<file path="src/rtl/rtc_pkg.sv">
// Shared word indices and control-bit positions for the seconds counter.
// Assumes a 32-bit data path; the positions are decoded by software.
package rtc_pkg;
    localparam int unsigned IDX_W     = 2;
    localparam logic [1:0] IDX_CTRL   = 2'd0;
    localparam logic [1:0] IDX_COUNT  = 2'd1;
    localparam logic [1:0] IDX_ALARM  = 2'd2;
    localparam logic [1:0] IDX_SPARE  = 2'd3;

    localparam int unsigned B_RUN     = 0;
    localparam int unsigned B_ALM_EN  = 2;
    localparam int unsigned B_ALM_IE  = 3;
    localparam int unsigned B_ALM_FLG = 4;
    localparam int unsigned B_SEC_IE  = 5;
    localparam int unsigned B_SEC_FLG = 6;
    localparam int unsigned B_WRDY    = 7;

    typedef struct packed {
        logic run;
        logic alm_en;
        logic alm_ie;
        logic alm_flg;
        logic sec_ie;
        logic sec_flg;
    } ctrl_t;
endpackage

</file>
<file path="src/rtl/rtc_tick_sync.sv">
// Brings the asynchronous seconds strobe into the clock domain and emits a
// one-cycle pulse per rising edge. Assumes each strobe level lasts at least
// one clock period.
module rtc_tick_sync #(
    parameter int unsigned STAGES = 2
) (
    input  logic clk,
    input  logic rst_n,
    input  logic tick_async,
    output logic tick_pulse
);
    localparam int unsigned CHAIN = STAGES + 1;

    logic [CHAIN-1:0] chain_q;

    // Shift the strobe through the synchronizer and one edge-detect stage.
    always_ff @(posedge clk) begin
        if (!rst_n) chain_q <= '0;
        else        chain_q <= {chain_q[CHAIN-2:0], tick_async};
    end

    assign tick_pulse = chain_q[CHAIN-2] & ~chain_q[CHAIN-1];

    a_r4_single_pulse: assert property (@(posedge clk) disable iff (!rst_n)
        tick_pulse |=> !tick_pulse);
endmodule

</file>
<file path="src/rtl/rtc_wr_post.sv">
// Accepts bus writes while ready, holds them for WR_DELAY cycles to model
// the slow-domain hand-off, then issues a one-cycle commit. Assumes
// WR_DELAY >= 1; writes arriving while busy are dropped.
module rtc_wr_post #(
    parameter int unsigned DATA_W   = 32,
    parameter int unsigned IDX_W    = 2,
    parameter int unsigned WR_DELAY = 4
) (
    input  logic              clk,
    input  logic              rst_n,
    input  logic              req_sel,
    input  logic              req_wr,
    input  logic [IDX_W-1:0]  req_idx,
    input  logic [DATA_W-1:0] req_data,
    output logic              wr_ready,
    output logic              cm_valid,
    output logic [IDX_W-1:0]  cm_idx,
    output logic [DATA_W-1:0] cm_data
);
    localparam int unsigned CNT_W = $clog2(WR_DELAY + 1);
    localparam logic [CNT_W-1:0] LOAD = CNT_W'(WR_DELAY);

    logic [CNT_W-1:0] busy_q;
    logic             accept;

    assign accept   = req_sel & req_wr & wr_ready;
    assign wr_ready = (busy_q == '0);
    assign cm_valid = (busy_q == CNT_W'(1));

    // Count down the posting window after each accepted write.
    always_ff @(posedge clk) begin
        if (!rst_n)           busy_q <= '0;
        else if (accept)      busy_q <= LOAD;
        else if (!wr_ready)   busy_q <= busy_q - CNT_W'(1);
    end

    // Capture the index and data of the accepted write.
    always_ff @(posedge clk) begin
        if (!rst_n) begin
            cm_idx  <= '0;
            cm_data <= '0;
        end else if (accept) begin
            cm_idx  <= req_idx;
            cm_data <= req_data;
        end
    end

    a_r2_ready_drops: assert property (@(posedge clk) disable iff (!rst_n)
        accept |=> !wr_ready);
    a_r3_busy_hold: assert property (@(posedge clk) disable iff (!rst_n)
        !wr_ready |=> $stable(cm_data) && $stable(cm_idx));
    a_r2_commit_once: assert property (@(posedge clk) disable iff (!rst_n)
        cm_valid |=> wr_ready);
endmodule

</file>
<file path="src/rtl/rtc_core.sv">
// Seconds count, alarm compare, control bits and spare word. Applies
// committed writes; a write to the count takes priority over a strobe.
// Flags are cleared only by writing 0; ones written to them are ignored.
module rtc_core
    import rtc_pkg::*;
#(
    parameter int unsigned DATA_W = 32
) (
    input  logic              clk,
    input  logic              rst_n,
    input  logic              tick,
    input  logic              cm_valid,
    input  logic [IDX_W-1:0]  cm_idx,
    input  logic [DATA_W-1:0] cm_data,
    output ctrl_t             ctrl,
    output logic [DATA_W-1:0] count,
    output logic [DATA_W-1:0] alarm,
    output logic [DATA_W-1:0] spare
);
    logic [DATA_W-1:0] count_inc;
    logic              step;
    logic              hit;
    logic              wr_ctrl, wr_count, wr_alarm, wr_spare;

    assign count_inc = count + DATA_W'(1);
    assign step      = tick & ctrl.run;
    assign hit       = step & ctrl.alm_en & (count_inc == alarm);
    assign wr_ctrl   = cm_valid & (cm_idx == IDX_CTRL);
    assign wr_count  = cm_valid & (cm_idx == IDX_COUNT);
    assign wr_alarm  = cm_valid & (cm_idx == IDX_ALARM);
    assign wr_spare  = cm_valid & (cm_idx == IDX_SPARE);

    // Advance or load the seconds count.
    always_ff @(posedge clk) begin
        if (!rst_n)        count <= '0;
        else if (wr_count) count <= cm_data;
        else if (step)     count <= count_inc;
    end

    // Load the alarm and spare words.
    always_ff @(posedge clk) begin
        if (!rst_n) begin
            alarm <= '0;
            spare <= '0;
        end else begin
            if (wr_alarm) alarm <= cm_data;
            if (wr_spare) spare <= cm_data;
        end
    end

    // Update enables from writes; set flags on events, clear on written 0.
    always_ff @(posedge clk) begin
        if (!rst_n) begin
            ctrl <= '0;
        end else begin
            if (wr_ctrl) begin
                ctrl.run    <= cm_data[B_RUN];
                ctrl.alm_en <= cm_data[B_ALM_EN];
                ctrl.alm_ie <= cm_data[B_ALM_IE];
                ctrl.sec_ie <= cm_data[B_SEC_IE];
            end
            ctrl.sec_flg <= step |
                (ctrl.sec_flg & ~(wr_ctrl & ~cm_data[B_SEC_FLG]));
            ctrl.alm_flg <= hit |
                (ctrl.alm_flg & ~(wr_ctrl & ~cm_data[B_ALM_FLG]));
        end
    end

    a_r12_stable_between: assert property (@(posedge clk) disable iff (!rst_n)
        (!tick && !wr_count) |=> $stable(count));
    a_r4_step_one: assert property (@(posedge clk) disable iff (!rst_n)
        (tick && ctrl.run && !wr_count) |=> count == $past(count) + DATA_W'(1));
    a_r6_alarm_gated: assert property (@(posedge clk) disable iff (!rst_n)
        $rose(ctrl.alm_flg) |-> $past(ctrl.alm_en) && $past(tick));
    a_r5_flag_needs_run: assert property (@(posedge clk) disable iff (!rst_n)
        $rose(ctrl.sec_flg) |-> $past(ctrl.run));
endmodule

</file>
<file path="src/rtl/rtc_seconds_alarm.sv">
// Top level of the seconds counter with alarm: ties the strobe
// synchronizer, write posting stage and core together, and forms the read
// mux and interrupt. Assumes bus inputs are synchronous to clk.
module rtc_seconds_alarm
    import rtc_pkg::*;
#(
    parameter int unsigned DATA_W      = 32,
    parameter int unsigned WR_DELAY    = 4,
    parameter int unsigned SYNC_STAGES = 2
) (
    input  logic              clk,
    input  logic              rst_n,
    input  logic              bus_sel,
    input  logic              bus_wr,
    input  logic [1:0]        bus_idx,
    input  logic [DATA_W-1:0] bus_wdata,
    output logic [DATA_W-1:0] bus_rdata,
    input  logic              sec_tick,
    output logic              irq
);
    logic              tick_pulse;
    logic              wr_ready;
    logic              cm_valid;
    logic [IDX_W-1:0]  cm_idx;
    logic [DATA_W-1:0] cm_data;
    ctrl_t             ctrl;
    logic [DATA_W-1:0] count, alarm, spare;
    logic [DATA_W-1:0] ctrl_word;

    rtc_tick_sync #(.STAGES(SYNC_STAGES)) u_sync (
        .clk(clk), .rst_n(rst_n), .tick_async(sec_tick), .tick_pulse(tick_pulse)
    );

    rtc_wr_post #(.DATA_W(DATA_W), .IDX_W(IDX_W), .WR_DELAY(WR_DELAY)) u_post (
        .clk(clk), .rst_n(rst_n), .req_sel(bus_sel), .req_wr(bus_wr),
        .req_idx(bus_idx), .req_data(bus_wdata), .wr_ready(wr_ready),
        .cm_valid(cm_valid), .cm_idx(cm_idx), .cm_data(cm_data)
    );

    rtc_core #(.DATA_W(DATA_W)) u_core (
        .clk(clk), .rst_n(rst_n), .tick(tick_pulse), .cm_valid(cm_valid),
        .cm_idx(cm_idx), .cm_data(cm_data), .ctrl(ctrl), .count(count),
        .alarm(alarm), .spare(spare)
    );

    // Assemble the control word as software sees it.
    always_comb begin
        ctrl_word            = '0;
        ctrl_word[B_RUN]     = ctrl.run;
        ctrl_word[B_ALM_EN]  = ctrl.alm_en;
        ctrl_word[B_ALM_IE]  = ctrl.alm_ie;
        ctrl_word[B_ALM_FLG] = ctrl.alm_flg;
        ctrl_word[B_SEC_IE]  = ctrl.sec_ie;
        ctrl_word[B_SEC_FLG] = ctrl.sec_flg;
        ctrl_word[B_WRDY]    = wr_ready;
    end

    // Select the word addressed by the bus index.
    always_comb begin
        case (bus_idx)
            IDX_CTRL:  bus_rdata = ctrl_word;
            IDX_COUNT: bus_rdata = count;
            IDX_ALARM: bus_rdata = alarm;
            default:   bus_rdata = spare;
        endcase
    end

    assign irq = (ctrl.sec_flg & ctrl.sec_ie) | (ctrl.alm_flg & ctrl.alm_ie);

    a_r8_irq_has_source: assert property (@(posedge clk) disable iff (!rst_n)
        irq |-> (ctrl.sec_flg || ctrl.alm_flg));
    a_r11_ro_bits_zero: assert property (@(posedge clk) disable iff (!rst_n)
        (bus_idx == IDX_CTRL) |-> (bus_rdata[DATA_W-1:8] == '0) && !bus_rdata[1]);
endmodule

</file>
<file path="config.mk">
export PLATFORM = sky130hd
export DESIGN_NAME = rtc_seconds_alarm
export DESIGN_NICKNAME = d
export VERILOG_FILES = /design/src/rtl/rtc_pkg.sv /design/src/rtl/rtc_tick_sync.sv /design/src/rtl/rtc_wr_post.sv /design/src/rtl/rtc_core.sv /design/src/rtl/rtc_seconds_alarm.sv
export SDC_FILE = /design/constraint.sdc
export NUM_CORES = 1
export LEC_CHECK = 0
export ABC_CLOCK_PERIOD_IN_PS = 3000
export BUFFER_PORTS_ARGS = -buffer_cell sky130_fd_sc_hd__buf_4
export CORE_MARGIN = 2
export CORE_UTILIZATION = 59
export CTS_CLUSTER_SIZE = 28
export DETAILED_ROUTE_END_ITERATION = 10
export GPL_TIMING_DRIVEN = 0
export PLACE_DENSITY_LB_ADDON = 0.12
export SYNTH_ARGS = -nofsm -noshare
export SYNTH_HDL_FRONTEND = slang
export SYNTH_SLANG_ARGS = --single-unit
</file>
<file path="constraint.sdc">
create_clock -name clk -period 3 [get_ports clk]
set_input_delay 0.45 -clock clk [delete_from_list [all_inputs] [get_ports clk]]
set_output_delay 0.45 -clock clk [all_outputs]
set_load 0.02 [all_outputs]
</file>
### Yosys cells after proc, flatten, opt, wreduce, memory -nomap -nowiden

Index checks and enable logic that the tools add are counted.

* latch bits: 0
* bits in writable memories: 0
* logic and storage cells: 59
* input bits: 39
* output and inout bits: 33
* ROM bits: 0
* flip-flop bits (word level): 142
* memories kept: 0

* shift operators: 0
* equal/unequal tests: 8
* add/sub/neg operators: 2
* divide/modulo/power cells: 0
* $lt $le $gt $ge: 0
* multipliers: 0
* reduce and logical (&&, ||, !) cells: 5
* muxes and demuxes: 5
* bitwise logic cells: 25

Operator list (count)
* $pmux 32 s3: 1
* $mux 32: 2
* $add 32x1->32 const B: 1
* $eq 32x32->1: 1
* $and 1x1->1: 16
* $eq 2x2->1 const B: 3
* $mux 3: 2
* $not 1->1: 6
* $eq 2x1->1 const B: 2
* $logic_not 2->1: 2
* $eq 3x1->1 const B: 1
* $logic_not 3->1: 1
* $or 1x1->1: 3
* $sub 3x1->3 const B: 1
* $ne 2x2->1 const B: 1
* $reduce_bool 2->1: 1
* $reduce_or 2->1: 1

### Logic depth before layout (Yosys ltp)

Gate-level depths: netlist of run 1.

* depth after elaboration: 6
* mapped depth: 10
* gate-level depth less buffers: 8

### By module

From an unflattened synthesis of run 1, not the netlist that was laid out.

* cell total of the unflattened synthesis: 925
* area total of the unflattened synthesis: 7807.5 µm²

Modules (own cells, without submodules)
* rtc_core: cells an instance 675, instances 1, area each 5418.9 µm²
* rtc_wr_post: cells an instance 173, instances 1, area each 1431.4 µm²
* rtc_seconds_alarm: cells an instance 70, instances 1, area each 864.6 µm²
* rtc_tick_sync: cells an instance 7, instances 1, area each 92.6 µm²

### Worst setup path before layout of run 1

Ideal clock, no wire load.

* path type: reg-to-reg
* from: reg u_core.count[0]
* to: reg u_core.ctrl[2] (netlist name)
* library setup time: 87 ps
* slack: 575 ps
* data required time: 2913 ps
* arrival: 2338 ps
* clock period less this slack: 2425 ps
* cell stages (with the launch flop): 10
* cells stage by stage: dfxtp_1 > and4_1 > buf_4 > and4_1 > buf_4 > nand2_2 > or4_1 > a2111oi_1 > o2111ai_1 > o31ai_1

* cells in the longest elaborated chain, start to end: 4

RTL lines
* start, declared: line rtc_core.sv:16 `output logic [DATA_W-1:0] count,`
* start signal, assigned: line rtc_core.sv:36 `else if (wr_count) count <= cm_data;`
* start signal, assigned: line rtc_core.sv:37 `else if (step) count <= count_inc;`
* $add 32x1->32: line rtc_core.sv:25 `assign count_inc = count + DATA_W'(1);`
* $eq 32x32->1: line rtc_core.sv:27 `assign hit = step & ctrl.alm_en & (count_inc == alarm);`
* $and 1x1->1: line rtc_core.sv:27
* $or 1x1->1: line rtc_core.sv:64 `ctrl.alm_flg <= hit |`

No other way between the ends.
A chain may end at the register's enable or synchronous reset.

### Worst setup path in the final report of run 1

* from: reg u_core.count[1]
* to: reg u_core.ctrl[2] (netlist name)

* cells in the longest elaborated chain, start to end: 4

RTL lines (line)
* $add 32x1->32: rtc_core.sv:25
* $eq 32x32->1: rtc_core.sv:27
* $and 1x1->1: rtc_core.sv:27
* $or 1x1->1: rtc_core.sv:64

No other way between the ends.

==> summary.txt, run 1 <==
Status
  • Status: finished clean

CTS
  • CTS tree: yes
  • Clock latency on the worst-skew pair: roughly 0.43 ns
  • Hold buffer count at cts: 0
  • CTS Root Cell: clkbuf_16
  • H-tree lvl count: 4
  • Worst-path clk slew: 0.06 ns
  • CTS Sinks: 142
  • Max clock buf depth: 2
  • CTS buffer count: 17

Place
  • Gpl congestion: 0.9948
  • Pre-CTS setup slack: -0.2454 ns
  • Placed cell areas: 7974 µm²
  • PortBufs: 69
  • DP HPWL: between 15,000 and 20,000 µm
  • Placed insts: between 1k and 1.5k

Setup path
  • Reg2reg path depth: 9
  • RR Startpoint: u_core.count[1]
  • FF-to-FF End: u_core.ctrl[2]
  • Critical path launch point type: flip-flop
  • Critical path peak fanout: 8
  • Critical path required time: 3.33 ns
  • CP Capture Type: flip-flop
  • WS Path Type: reg -> reg
  • Critical Path AT: 3.19 ns
  • R2r setup slk: 0.13 ns

Power and ir drop
  • Max rail drop VDD: 0.0004999 V
  • Leakage power: between 3 and 4 nW
  • Power per cell area: roughly 560 nW/µm²

Global route
  • Largest net degree at the start of global routing: 17
  • Initial antenna violation count: 0
  • Gr usage total: 0.3498
  • First-pass GRT wire length: 35,060 µm
  • Vias in the first global route: 6,586
  • Grt total ovfl: 0

Final layout
  • Fin util: 0.7196
  • Fin area: 8643 µm²
  • Fin nets: approximately 1.0k
  • Fraction of layout cells with a size suffix above 1: 0.1563
  • Final Non-Filler Cells: ~1.2k
  • Most common cell after layout, fill and taps aside: nand2_1
  • Antenna cells: 0
  • Layout Area Growth over Synthesis: 18.86%
  • Most frequent cells in the layout: nand2_1 (226), dfxtp_1 (141), a21oi_1 (104), buf_4 (79), clkbuf_1 (56)

Synthesis
  • Main flop type after synthesis: dfxtp_1
  • Post-synthesis sequential area ratio: 0.3909
  • Syn_area_per_cell: 7.965 µm²
  • Syn Std Cell Area: 7272 µm²
  • Gate Count Post-Synth: 913
  • Yosys reg bits: 142
  • Library cells used by synthesis: 50
  • Synth warnings: 0
  • Post-synth EDFFs: 0
  • Synthesized Nets: 956
  • Async SR Flop Fraction: 0

Worst hold path
  • Hold Path Class: in -> reg
  • Hold depth: 2
  • Hold endpoint: u_sync.chain_q[0]
  • Origin of the worst min-delay path: sec_tick

Die
  • Rows: 40
  • Boundary Pins: between 70 and 80
  • Die area: ~13,000 µm²
  • Die H: roughly 120 µm
  • Initial core utilization: 0.6054
  • DIE WIDTH: 115.0 µm
  • Core ar.: about 12,000 µm²

Detailed routing
  • WL/cell: 19.35 µm
  • First drt pass iteration count: 5
  • Drt initial violations: approximately 770
  • DRC: 0
  • Vias: 6,954
  • ANT nets after route: 0
  • WL final: 22,530 µm
  • Via density: 5.974

STA
  • Final Hold Vio Count: 0
  • RSZ-0062 raised after global routing: false
  • Worst-Margin Slew: 0.8609 ns
  • Max Slew Vio Count: 0
  • Hold Slack: between 0.2 and 0.25 ns
  • Min cycle time layout: between 2 and 3 ns
  • Tcrit/Tclk final: 0.9553
  • Slew headroom: 0.4260
  • Clock Skews: approximately 0.0095 ns
  • FMAX: 348.9 MHz
  • Final Worst Setup Slack: 0.1341 ns
  • Endpoints failing setup: 0

Flow run
  • Max_cap viols: 0
[power breakdown]
| part | switching (mW) | internal (mW) |
|---|---|---|
| Clock | 0.857 | 1.31 |
| Sequential | 0.0936 | 1.97 |
| Combinational | 0.379 | 0.234 |
[registers in the layout, indices dropped and copies added (netlist names)]
register,count
u_core.alarm,32
u_core.count,32
u_core.spare,32
u_post.cm_data,32
u_core.ctrl,6
u_post.busy_q,3
u_sync.chain_q,3
u_post.cm_idx,2
[per-stage QoR]
step	TNS, ns	power (mW)
2_1_floorplan	0	2.483
3_3_place_gp	-0.5267	2.695
3_5_place_dp	-1.326	2.704
4_1_cts	0	4.827
5_1_grt	0	4.990
6_report	0	4.843
[area by class of cell]
class	instances	area [µm²]
multi-input cells	688	4098
fillers	1007	3368
flip-flops and latches	142	2844
repair buffers	73	548.0
clock buffers	18	429.2
plain buffers	75	346.6
well taps	147	183.9
clock inverters	14	167.7
inverters	7	26.28
[worst max-delay path by stage]
| stage | startpoint | end | cells past startpoint |
|---|---|---|---|
| detailed placement | u_core.count[0] | u_core.ctrl[2] | 8 |
| CTS | u_core.count[0] | u_core.ctrl[2] | 9 |
| global route | u_core.count[1] | u_core.ctrl[2] | 8 |
| floorplan | u_core.count[0] | u_core.ctrl[2] | 9 |
| finish | u_core.count[1] | u_core.ctrl[2] | 9 |
| global placement | u_core.count[0] | u_core.ctrl[2] | 8 |
[cell usage after synthesis (4+ instances only)]
master,count,area share
nand2_1,226,0.12
dfxtp_1,142,0.39
a21oi_1,104,0.072
clkbuf_1,58,0.030
nor2_1,55,0.028
xnor2_1,49,0.059
a211oi_1,31,0.032
xor2_1,30,0.036
a22o_1,25,0.030
mux2_2,23,0.036
nand3_1,20,0.014
nand4_1,19,0.016
nor3_1,14,0.0096
o21ai_0,9,0.0062
and3_1,7,0.0060
mux4_2,7,0.022
or3_1,7,0.0060
buf_4,6,0.0062
inv_1,6,0.0031
nor4_1,6,0.0052
and2_1,5,0.0043
buf_1,5,0.0026
buf_6,5,0.0077
mux2i_1,5,0.0069
a311oi_1,4,0.0048
and4_1,4,0.0048
ha_1,4,0.0069
nor2b_1,4,0.0034
[cells by family (layout without fill, tap and decap cells)]
logic type,Yosys count,after routing,synth area share
adders and majority gates,4,4,0.006883
and+or+nand+nor,382,382,0.2304
xor gates and xnor gates,79,79,0.09515
muxes,35,35,0.06418
buffers and inverters,83,187,0.05144
AOI/OAI and AO/OA,188,188,0.1610
DFF,142,142,0.3909
[repair_timing]
item                       in CTS  in global routing
cloned                          0                  0
setup buffers                   0                  4
gates resized for setup         4                  6
setup endpoints to repair      22                  1
pin swaps                       0                  3
[critical path: stages (launching register included)]
cell       delay [ns]
dfxtp_1          0.45
and4_1           0.24
buf_4            0.18
and4_1           0.20
buf_4            0.15
nand2_2          0.06
or4_1            0.53
a2111oi_2        0.39
o2111ai_1        0.21
o31ai_1          0.34
[routing by layer]
| metal | track usage | part of all wire | up-vias | wire (µm) |
|---|---|---|---|---|
| met5 | 0 | 0 | - | 0 |
| met4 | 0.1398 | 0.021 | 0 | 464 |
| met3 | 0.06378 | 0.094 | 45 | 2128 |
| met2 | 0.5533 | 0.46 | 340 | 10430 |
| met1 | 0.4754 | 0.42 | 3238 | 9503 |
| li1 | - | - | 3331 | - |
Note: power is estimated with default switching activity, not from simulation.
==> inputs of run 2 (changes only) <==
Settings changed: ABC_AREA set to 1, CORE_UTILIZATION 59 to 60.
==> run 2 against run 1 <==
Net effect:
- global-route usage grew 2.7 points
- register-to-register slack better by 0.07 ns
- clock-buffer cell count rose by 4
- critical path depth decreased by 1
- non-clock buffer count fell by 26
- final cell count is 20% higher
- worst setup slack worse by 0.085 ns
- critical endpoint is now bus_rdata[13]
- sequential share of layout area shrank 0.23 points
- first-iteration DRC count is 37% higher
- flip-flop and latch count is the same
- combinational power grew 20%
- power up 5.2%
==> summary.txt, run 2 <==
STA
  • Worst-Margin Slew: 1.058 ns (was 0.8609 ns)
  • Hold Slack: 0.2059 ns (was 0.2253 ns)
  • RSZ-0062 raised after global routing: false (unchanged)
  • Max Slew Vio Count: 0 (unchanged)
  • Min cycle time layout: 2.951 ns (was 2.866 ns)
  • Setup TNS: 0 ns (unchanged)
  • Final Hold Vio Count: 0 (unchanged)
  • Tcrit/Tclk final: 0.9836 (was 0.9553)
  • Clock Skews: 0.01435 ns (was 0.009479 ns)
  • Slew headroom: 0.2893 (was 0.4260)
  • FMAX: 338.9 MHz (was 348.9 MHz)
  • Endpoints failing setup: 0 (unchanged)

CTS
  • H-tree lvl count: 4 (unchanged)
  • Hold buffer count at cts: 0 (unchanged)
  • Max clock buf depth: 2 (unchanged)
  • Worst-path clk slew: 0.07 ns (was 0.06 ns)
  • CTS Sinks: 142 (unchanged)
  • CTS Root Cell: clkbuf_16 (unchanged)
  • Clock latency on the worst-skew pair: 0.43 ns (about the same)
  • CTS buffer count: 17 (unchanged)
  • CTS tree: yes (unchanged)

Synthesis
  • Share of the synthesized area in the top cell type: 0.3846 (was 0.3909)
  • Synthesized Nets: 1,192 (was 956)
  • Main flop type after synthesis: dfxtp_1 (unchanged)
  • Syn Std Cell Area: 7391 µm² (was 7272 µm²)
  • Post-synth EDFFs: 0 (unchanged)
  • Yosys reg bits: 142 (unchanged)
  • Synth warnings: 0 (unchanged)
  • Gate Count Post-Synth: 1,149 (was 913)
  • Multiplexer share of the synthesized area: 0 (was 0.06418)
  • Synth area leaders: dfxtp_1 (38%), nand2_1 (16%), nor2_1 (9.8%) (was dfxtp_1 (39%), nand2_1 (12%), a21oi_1 (7.2%))
  • Largest family of logic cells by synthesized area: simple AND/OR/NAND/NOR gates (unchanged)
  • Post-Synth XOR/XNOR Area: 0.01202 (was 0.09515)
  • Syn_area_per_cell: 6.432 µm² (was 7.965 µm²)
  • Post-synthesis sequential area ratio: 0.3846 (was 0.3909)
  • Most common cell in the netlist: nand2_1 (unchanged)
  • Post-Synth Simple-Gate Area: 0.3425 (was 0.2304)
  • Library cells used by synthesis: 30 (was 50)
  • Async SR Flop Fraction: 0 (unchanged)
  • Synth Area in Compound Gates: 0.1723 (was 0.1610)
  • Biggest area consumer among synthesized cells: dfxtp_1 (unchanged)
  • Top cells by count, synth: nand2_1 (310), nor2_1 (193), dfxtp_1 (142), inv_1 (108), o21ai_0 (108) (was nand2_1 (226), dfxtp_1 (142), a21oi_1 (104), clkbuf_1 (58), nor2_1 (55))
  • Synthesized-area fraction occupied by adder cells: 0.006772 (was 0.006882)

Power and ir drop
  • Seq pwr share: 0.442 (was 0.427)
  • Switching Share: 0.3042 (was 0.2746)
  • Fraction of power consumed by combinational cells: 0.145 (was 0.127)
  • Internal power: 3.545 mW (was 3.513 mW)
  • Max rail drop VDD: 0.0005568 V (was 0.0004999 V)
  • Power per cell area: 585.7 nW/µm² (was 560.4 nW/µm²)
  • Leakage power: 3.546 nW (was 3.165 nW)
  • Net Switching: 1.550 mW (was 1.330 mW)
  • Clock Power Share: 0.413 (was 0.447)

Die
  • Boundary Pins: 72 (unchanged)
  • Rows: 40 (unchanged)
  • Die area: 13,220 µm² (was 13,230 µm²)
  • DIE WIDTH: 115.0 µm (about the same)
  • Core ar.: 12,010 µm² (unchanged)
  • Die H: 115.0 µm (about the same)
  • Initial core utilization: 0.6153 (was 0.6054)

Setup path
  • R2r setup slk: 0.20 ns (was 0.13 ns)
  • Buf/Inv on CP: 6 (was 2)
  • RR Startpoint: u_post.busy_q[1] (was u_core.count[1])
  • CP Capture Type: output port (was flip-flop)
  • Critical path peak fanout: 10 (was 8)
  • Slowest CP cell: clkbuf_1 (was or4_1)
  • Critical Path AT: 2.50 ns (was 3.19 ns)
  • FF-to-FF End: u_core.alarm[18] (was u_core.ctrl[2])
  • Cell family with most CP delay: buffers and inverters (was simple AND/OR/NAND/NOR gates)
  • Slowest stage delay, CP: 0.60 ns (was 0.53 ns)
  • Critical path required time: 2.55 ns (was 3.33 ns)
  • CP cell instances: buf_4, inv_1, nor2_1, inv_1, clkbuf_1, clkbuf_1, o221ai_1, buf_4 (was and4_1, buf_4, and4_1, buf_4, nand2_2, or4_1, a2111oi_2, o2111ai_1, o31ai_1)
  • WS Path Type: in -> out (was reg -> reg)
  • Reg2reg path depth: 8 (was 9)
  • Critical path launch point type: input pin (was flip-flop)

Global route
  • GR Util met3: 0.1191 (was 0.06378)
  • Grt total ovfl: 0 (unchanged)
  • Largest net degree at the start of global routing: 17 (unchanged)
  • Top Usage Layer GRT: met2 (unchanged)
  • Vias in the first global route: 7,181 (was 6,586)
  • Gr usage total: 0.3764 (was 0.3498)
  • First-pass GRT wire length: 37,580 µm (was 35,060 µm)
  • M1 GR Usage: 0.5108 (was 0.4754)
  • Initial antenna violation count: 0 (unchanged)
  • Met2 Use GR: 0.5612 (was 0.5533)

Place
  • DP HPWL: 17,950 µm (was 15,910 µm)
  • PortBufs: 71 (was 69)
  • Gpl congestion: 0.9905 (was 0.9948)

Detailed routing
  • Vias: 8,132 (was 6,954)
  • DRC: 0 (unchanged)
  • WL/cell: 17.33 µm (was 19.35 µm)
  • WL final: 24,240 µm (was 22,530 µm)
  • Drt initial violations: 1,048 (was 765)
  • Via density: 5.813 (was 5.974)
  • First drt pass iteration count: 6 (was 5)
  • ANT nets after route: 0 (unchanged)

Worst hold path
  • Origin of the worst min-delay path: sec_tick (unchanged)
  • Hold Path Class: in -> reg (unchanged)
  • Hold depth: 3 (was 2)
  • Hold endpoint: u_sync.chain_q[0] (unchanged)

Final layout
  • Antenna cells: 0 (unchanged)
  • Fin nets: 1,282 (was 1,047)
  • Most frequent cells in the layout: nand2_1 (310), nor2_1 (193), dfxtp_1 (142), inv_1 (108), o21ai_0 (108) (was nand2_1 (226), dfxtp_1 (141), a21oi_1 (104), buf_4 (79), clkbuf_1 (56))
  • Most common cell after layout, fill and taps aside: nand2_1 (unchanged)
  • Fraction of layout cells with a size suffix above 1: 0.09984 (was 0.1563)
  • Layout Area Growth over Synthesis: 17.71% (was 18.86%)

Status
  • Status: finished clean (unchanged)

Flow run
  • Max_cap viols: 0 (unchanged)
==> run 2: changes by cell type in the layout (fill, tap and decap cells not counted), sizes merged, moves of 31 or more <==
cell    previous run  this run
a211oi            31         0
inv                9       112
o21ai              9       111
a21oi            104        45
nand2            227       319
nand3             20        84
xnor2             49         0
nor2              55       202
==> run 2: how the worst max path moves through the flow <==
stage	start	to	slack [ns]	cells after the start
floorplan	bus_idx[0]	bus_rdata[11]	1.04	6
global placement	bus_idx[0]	bus_rdata[14]	0.19	8
detailed placement	u_post.busy_q[1]	u_core.count[26]	0.18	8
CTS	u_post.busy_q[1]	u_core.count[26]	0.14	8
global route	bus_idx[0]	bus_rdata[13]	0.03	8
finish	bus_idx[0]	bus_rdata[13]	0.05	8
==> run 2: power by group through the flow <==
stage	logic [mW]	clock network (mW)	registers, mW
detailed placement	0.714	0	2.27
global route	0.831	2.17	2.26
floorplan	0.489	0	2.19
global placement	0.694	0	2.27
CTS	0.728	2.09	2.23
finish	0.738	2.10	2.25
==> run 2: what timing repair did <==
item | 4_1_cts | 5_1_grt
setup buffers | 0 | 0
gates resized for setup | 0 | 1
endpoints found under the setup margin | 0 | 15
hold endpoints to repair | 0 | 0
==> run 2: worst register-to-register path, cell delays in order, from the launching register on <==
cell      delay [ns]
dfxtp_1         0.31
inv_1           0.11
ha_1            0.16
nand2_1         0.11
nor3_1          0.83
inv_1           0.23
clkbuf_1        0.35
clkbuf_1        0.39
a21oi_1         0.24
==> run 2: cells by family after synthesis <==
kind of cell	after synthesis
AND/OR/NAND/NOR	614
AO/OA/AOI/OAI	221
buffers and inverters	161
flip-flops	142
XOR/XNOR	7
adder cells (fa/ha/maj)	4
==> run 2: final cells by class <==
class	count	area, µm²
tap	147	183.9
fill	1061	3312
buffer	51	191.4
sequential	142	2843
timing repair buffer	71	533.0
clock inverter	10	102.6
multi-input combinational	846	3949
clock buffer	22	484.2
inverter	110	412.9
==> run 2: metrics by stage <==
step / total power [mW] / cell area [µm²] / worst slack, ns / std cells / utilization
floorplan: 2.682 / 7391 / 1.038 / 1149 / -
global placement: 2.963 / 8108 / 0.1853 / 1367 / 0.6750
detailed placement: 2.988 / 8108 / 0.1820 / 1367 / 0.6750
CTS: 5.056 / 8695 / 0.1419 / 1399 / 0.7239
global route: 5.268 / 8700 / 0.02808 / 1399 / 0.7243
finish: 5.095 / 8700 / 0.04930 / 1399 / 0.7243
==> run 2: layer usage <==
layer,vias to the layer above,wire length [µm]
li1,3930,-
met1,3642,9922
met2,501,10350
met3,59,3207
met4,0,764
met5,-,0
==> inputs of run 3 (changes only) <==
Settings changed: GPL_ROUTABILITY_DRIVEN set to 1, REMOVE_ABC_BUFFERS set to 1.
==> run 3 against run 2 <==
Net effect:
- maximum frequency grew 6.8%
- wire length shrank 12%
- hold slack is essentially flat
- cell area grew 0.26%
- power grew 4.9%
- sequential share of layout area shrank 0.084 points
- register-to-register slack gained 0.18 ns
- core utilization grew 0.19 points
- global-route usage shrank 4.6 points
- first-iteration DRC count shrank 31%
- critical path type unchanged
- highest routed layer unchanged
==> summary.txt, run 3 (synthesized netlist as in run 2, its figures left out) <==
Final layout
  • FILL cells: 1,026 (was 1,061)
  • Antenna cells: 0 (unchanged)
  • Most frequent cells in the layout: nand2_1 (309), nor2_1 (191), dfxtp_1 (142), o21ai_0 (108), inv_1 (106) (was nand2_1 (310), nor2_1 (193), dfxtp_1 (142), inv_1 (108), o21ai_0 (108))
  • Fraction of layout cells with a size suffix above 1: 0.1134 (was 0.09984)
  • Fin util: 0.7261 (was 0.7243)
  • Area of the multi-input gates: 3966 µm² (was 3949 µm²)
  • Fin nets: 1,238 (was 1,282)
  • Most common cell after layout, fill and taps aside: nand2_1 (unchanged)
  • Register area: 2843 µm² (unchanged)
  • Layout Area Growth over Synthesis: 18.01% (was 17.71%)

Flow run
  • Max_cap viols: 0 (unchanged)

Detailed routing
  • Met2 wire len: 9689 µm (was 10,350 µm)
  • DRC: 0 (unchanged)
  • M1 WL: 9314 µm (was 9922 µm)
  • ANT nets after route: 0 (unchanged)
  • Drt initial violations: 722 (was 1,048)
  • Met3 WL: 1787 µm (was 3207 µm)
  • First drt pass iteration count: 5 (was 6)
  • Highest metal used: met4 (unchanged)
  • Via density: 5.792 (was 5.813)
  • WL final: 21,270 µm (was 24,240 µm)
  • Vias: 7,848 (was 8,132)
  • WL/cell: 15.70 µm (was 17.33 µm)

STA
  • FMAX: 362.0 MHz (was 338.9 MHz)
  • Tcrit/Tclk final: 0.9207 (was 0.9836)
  • Slew headroom: 0.1327 (was 0.2893)
  • Worst-Margin Slew: 1.300 ns (was 1.058 ns)
  • Min cycle time layout: 2.762 ns (was 2.951 ns)
  • Clock Skews: 0.007803 ns (was 0.01435 ns)
  • Hold Slack: 0.2064 ns (was 0.2059 ns)
  • Endpoints failing setup: 0 (unchanged)
  • Final Worst Setup Slack: 0.2379 ns (was 0.04930 ns)
  • Setup TNS: 0 ns (unchanged)
  • Max Slew Vio Count: 0 (unchanged)
  • RSZ-0062 raised after global routing: false (unchanged)
  • Final Hold Vio Count: 0 (unchanged)

Place
  • Gpl congestion: 0.9110 (was 0.9905)
  • PortBufs: 71 (unchanged)
  • DP HPWL: 13,580 µm (was 17,950 µm)
  • Pre-CTS setup slack: 0.1468 ns (was 0.1820 ns)

CTS
  • Worst-path clk slew: 0.06 ns (was 0.07 ns)
  • Clock latency on the worst-skew pair: 0.43 ns (about the same)
  • CTS Sinks: 142 (unchanged)
  • CTS buffer count: 17 (unchanged)
  • Hold buffer count at cts: 0 (unchanged)
  • CTS Root Cell: clkbuf_16 (unchanged)
  • H-tree lvl count: 4 (unchanged)
  • CTS tree: yes (unchanged)
  • Max clock buf depth: 2 (unchanged)

Global route
  • Vias in the first global route: 7,231 (was 7,181)
  • First-pass GRT wire length: 34,680 µm (was 37,580 µm)
  • Largest net degree at the start of global routing: 113 (was 17)
  • Gr usage total: 0.3309 (was 0.3764)
  • Grt total ovfl: 0 (unchanged)
  • Initial antenna violation count: 0 (unchanged)

Die
  • Boundary Pins: 72 (unchanged)
  • Initial core utilization: 0.6153 (unchanged)
  • Core ar.: 12,010 µm² (unchanged)
  • DIE WIDTH: 115.0 µm (unchanged)
  • Die area: 13,220 µm² (unchanged)
  • Rows: 40 (unchanged)
  • Die H: 115.0 µm (unchanged)

Setup path
  • Critical path peak fanout: 29 (was 10)
  • Slowest CP cell: inv_1 (was clkbuf_1)
  • FF-to-FF End: u_core.count[2] (was u_core.alarm[18])
  • RR Startpoint: u_post.busy_q[1] (unchanged)
  • Buf/Inv on CP: 4 (was 6)
  • R2r setup slk: 0.38 ns (was 0.20 ns)
  • Critical path required time: 2.55 ns (about the same)
  • Critical path launch point type: input pin (unchanged)
  • Reg2reg path depth: 10 (was 8)
  • Slowest stage delay, CP: 0.90 ns (was 0.60 ns)
  • Critical Path AT: 2.31 ns (was 2.50 ns)
  • CP cell instances: buf_4, inv_1, nor2_1, inv_1, o221ai_1, buf_4 (was buf_4, inv_1, nor2_1, inv_1, clkbuf_1, clkbuf_1, o221ai_1, buf_4)
  • Cell family with most CP delay: buffers and inverters (unchanged)
  • WS Path Type: in -> out (unchanged)
  • CP Capture Type: output port (unchanged)

Worst hold path
  • Hold depth: 3 (unchanged)
  • Origin of the worst min-delay path: sec_tick (unchanged)
  • Hold Path Class: in -> reg (unchanged)
  • Hold endpoint: u_sync.chain_q[0] (unchanged)

Power and ir drop
  • Leakage power: 3.582 nW (was 3.546 nW)
  • Power per cell area: 613.1 nW/µm² (was 585.7 nW/µm²)
  • Max rail drop VDD: 0.0004865 V (was 0.0005568 V)
  • Total power: 5.347 mW (was 5.095 mW)

Status
  • Status: finished clean (unchanged)
==> run 3: changes by cell type in the layout (fill, tap and decap cells not counted), sizes merged <==
cell,previous run,this run
clkbuf,73,22
buf,71,78
bufinv,1,6
inv,112,107
clkinv,2,4
clkinvlp,5,3
==> run 3: timing repair <==
item                                    CTS  global route
endpoints found under the setup margin    0            31
gates resized for setup                   0             2
setup buffers                             0             0
==> run 3: area by class of cell <==
cell class / count / share of cell area
Multi-Input combinational cell: 846 / 0.4547
Sequential cell: 142 / 0.3259
Inverter: 110 / 0.04777
Timing Repair Buffer: 78 / 0.07330
Tap cell: 147 / 0.02109
Clock inverter: 10 / 0.02396
Clock buffer: 22 / 0.05322
==> run 3: worst register-to-register path, delay by kind of cell (launching register included) <==
kind	cells	cell delay, ns
simple gates	4	1.34
flops	1	0.31
compound gates	1	0.15
buf+inv	4	0.57
fa+ha+maj	1	0.15
==> run 3: how the worst max path moves through the flow <==
stage | endpoint | cells after the start | startpoint | slack, ns
final | bus_rdata[16] | 6 | bus_idx[0] | 0.24
after global placement | u_core.count[3] | 9 | u_post.busy_q[1] | -3.83
after global routing | bus_rdata[16] | 6 | bus_idx[0] | 0.11
after detailed placement | u_post.cm_data[18] | 8 | u_post.busy_q[0] | 0.15
after floorplan | u_core.count[0] | 9 | u_post.busy_q[1] | -0.69
after CTS | u_post.cm_data[18] | 8 | u_post.busy_q[0] | 0.12
==> run 3: power by group <==
group	total, mW	switching, mW	internal [mW]
sequential	2.20	0.149	2.06
clock	2.41	0.809	1.60
combinational	0.730	0.472	0.258
total	5.35	1.43	3.92
==> run 3: metal layers <==
metal  global-route usage  vias to the layer above
met5                    0                        -
met4               0.1341                        0
met3              0.07275                       50
met2               0.5231                      376
met1               0.4412                     3587
li1                     -                     3835
==> run 3: through the flow <==
| stage | instances | cell area (µm²) |
|---|---|---|
| after floorplan | 1098 | 7199 |
| after global placement | 1316 | 7916 |
| after detailed placement | 1323 | 8038 |
| after CTS | 1355 | 8711 |
| after global routing | 1355 | 8722 |
| final | 1355 | 8722 |
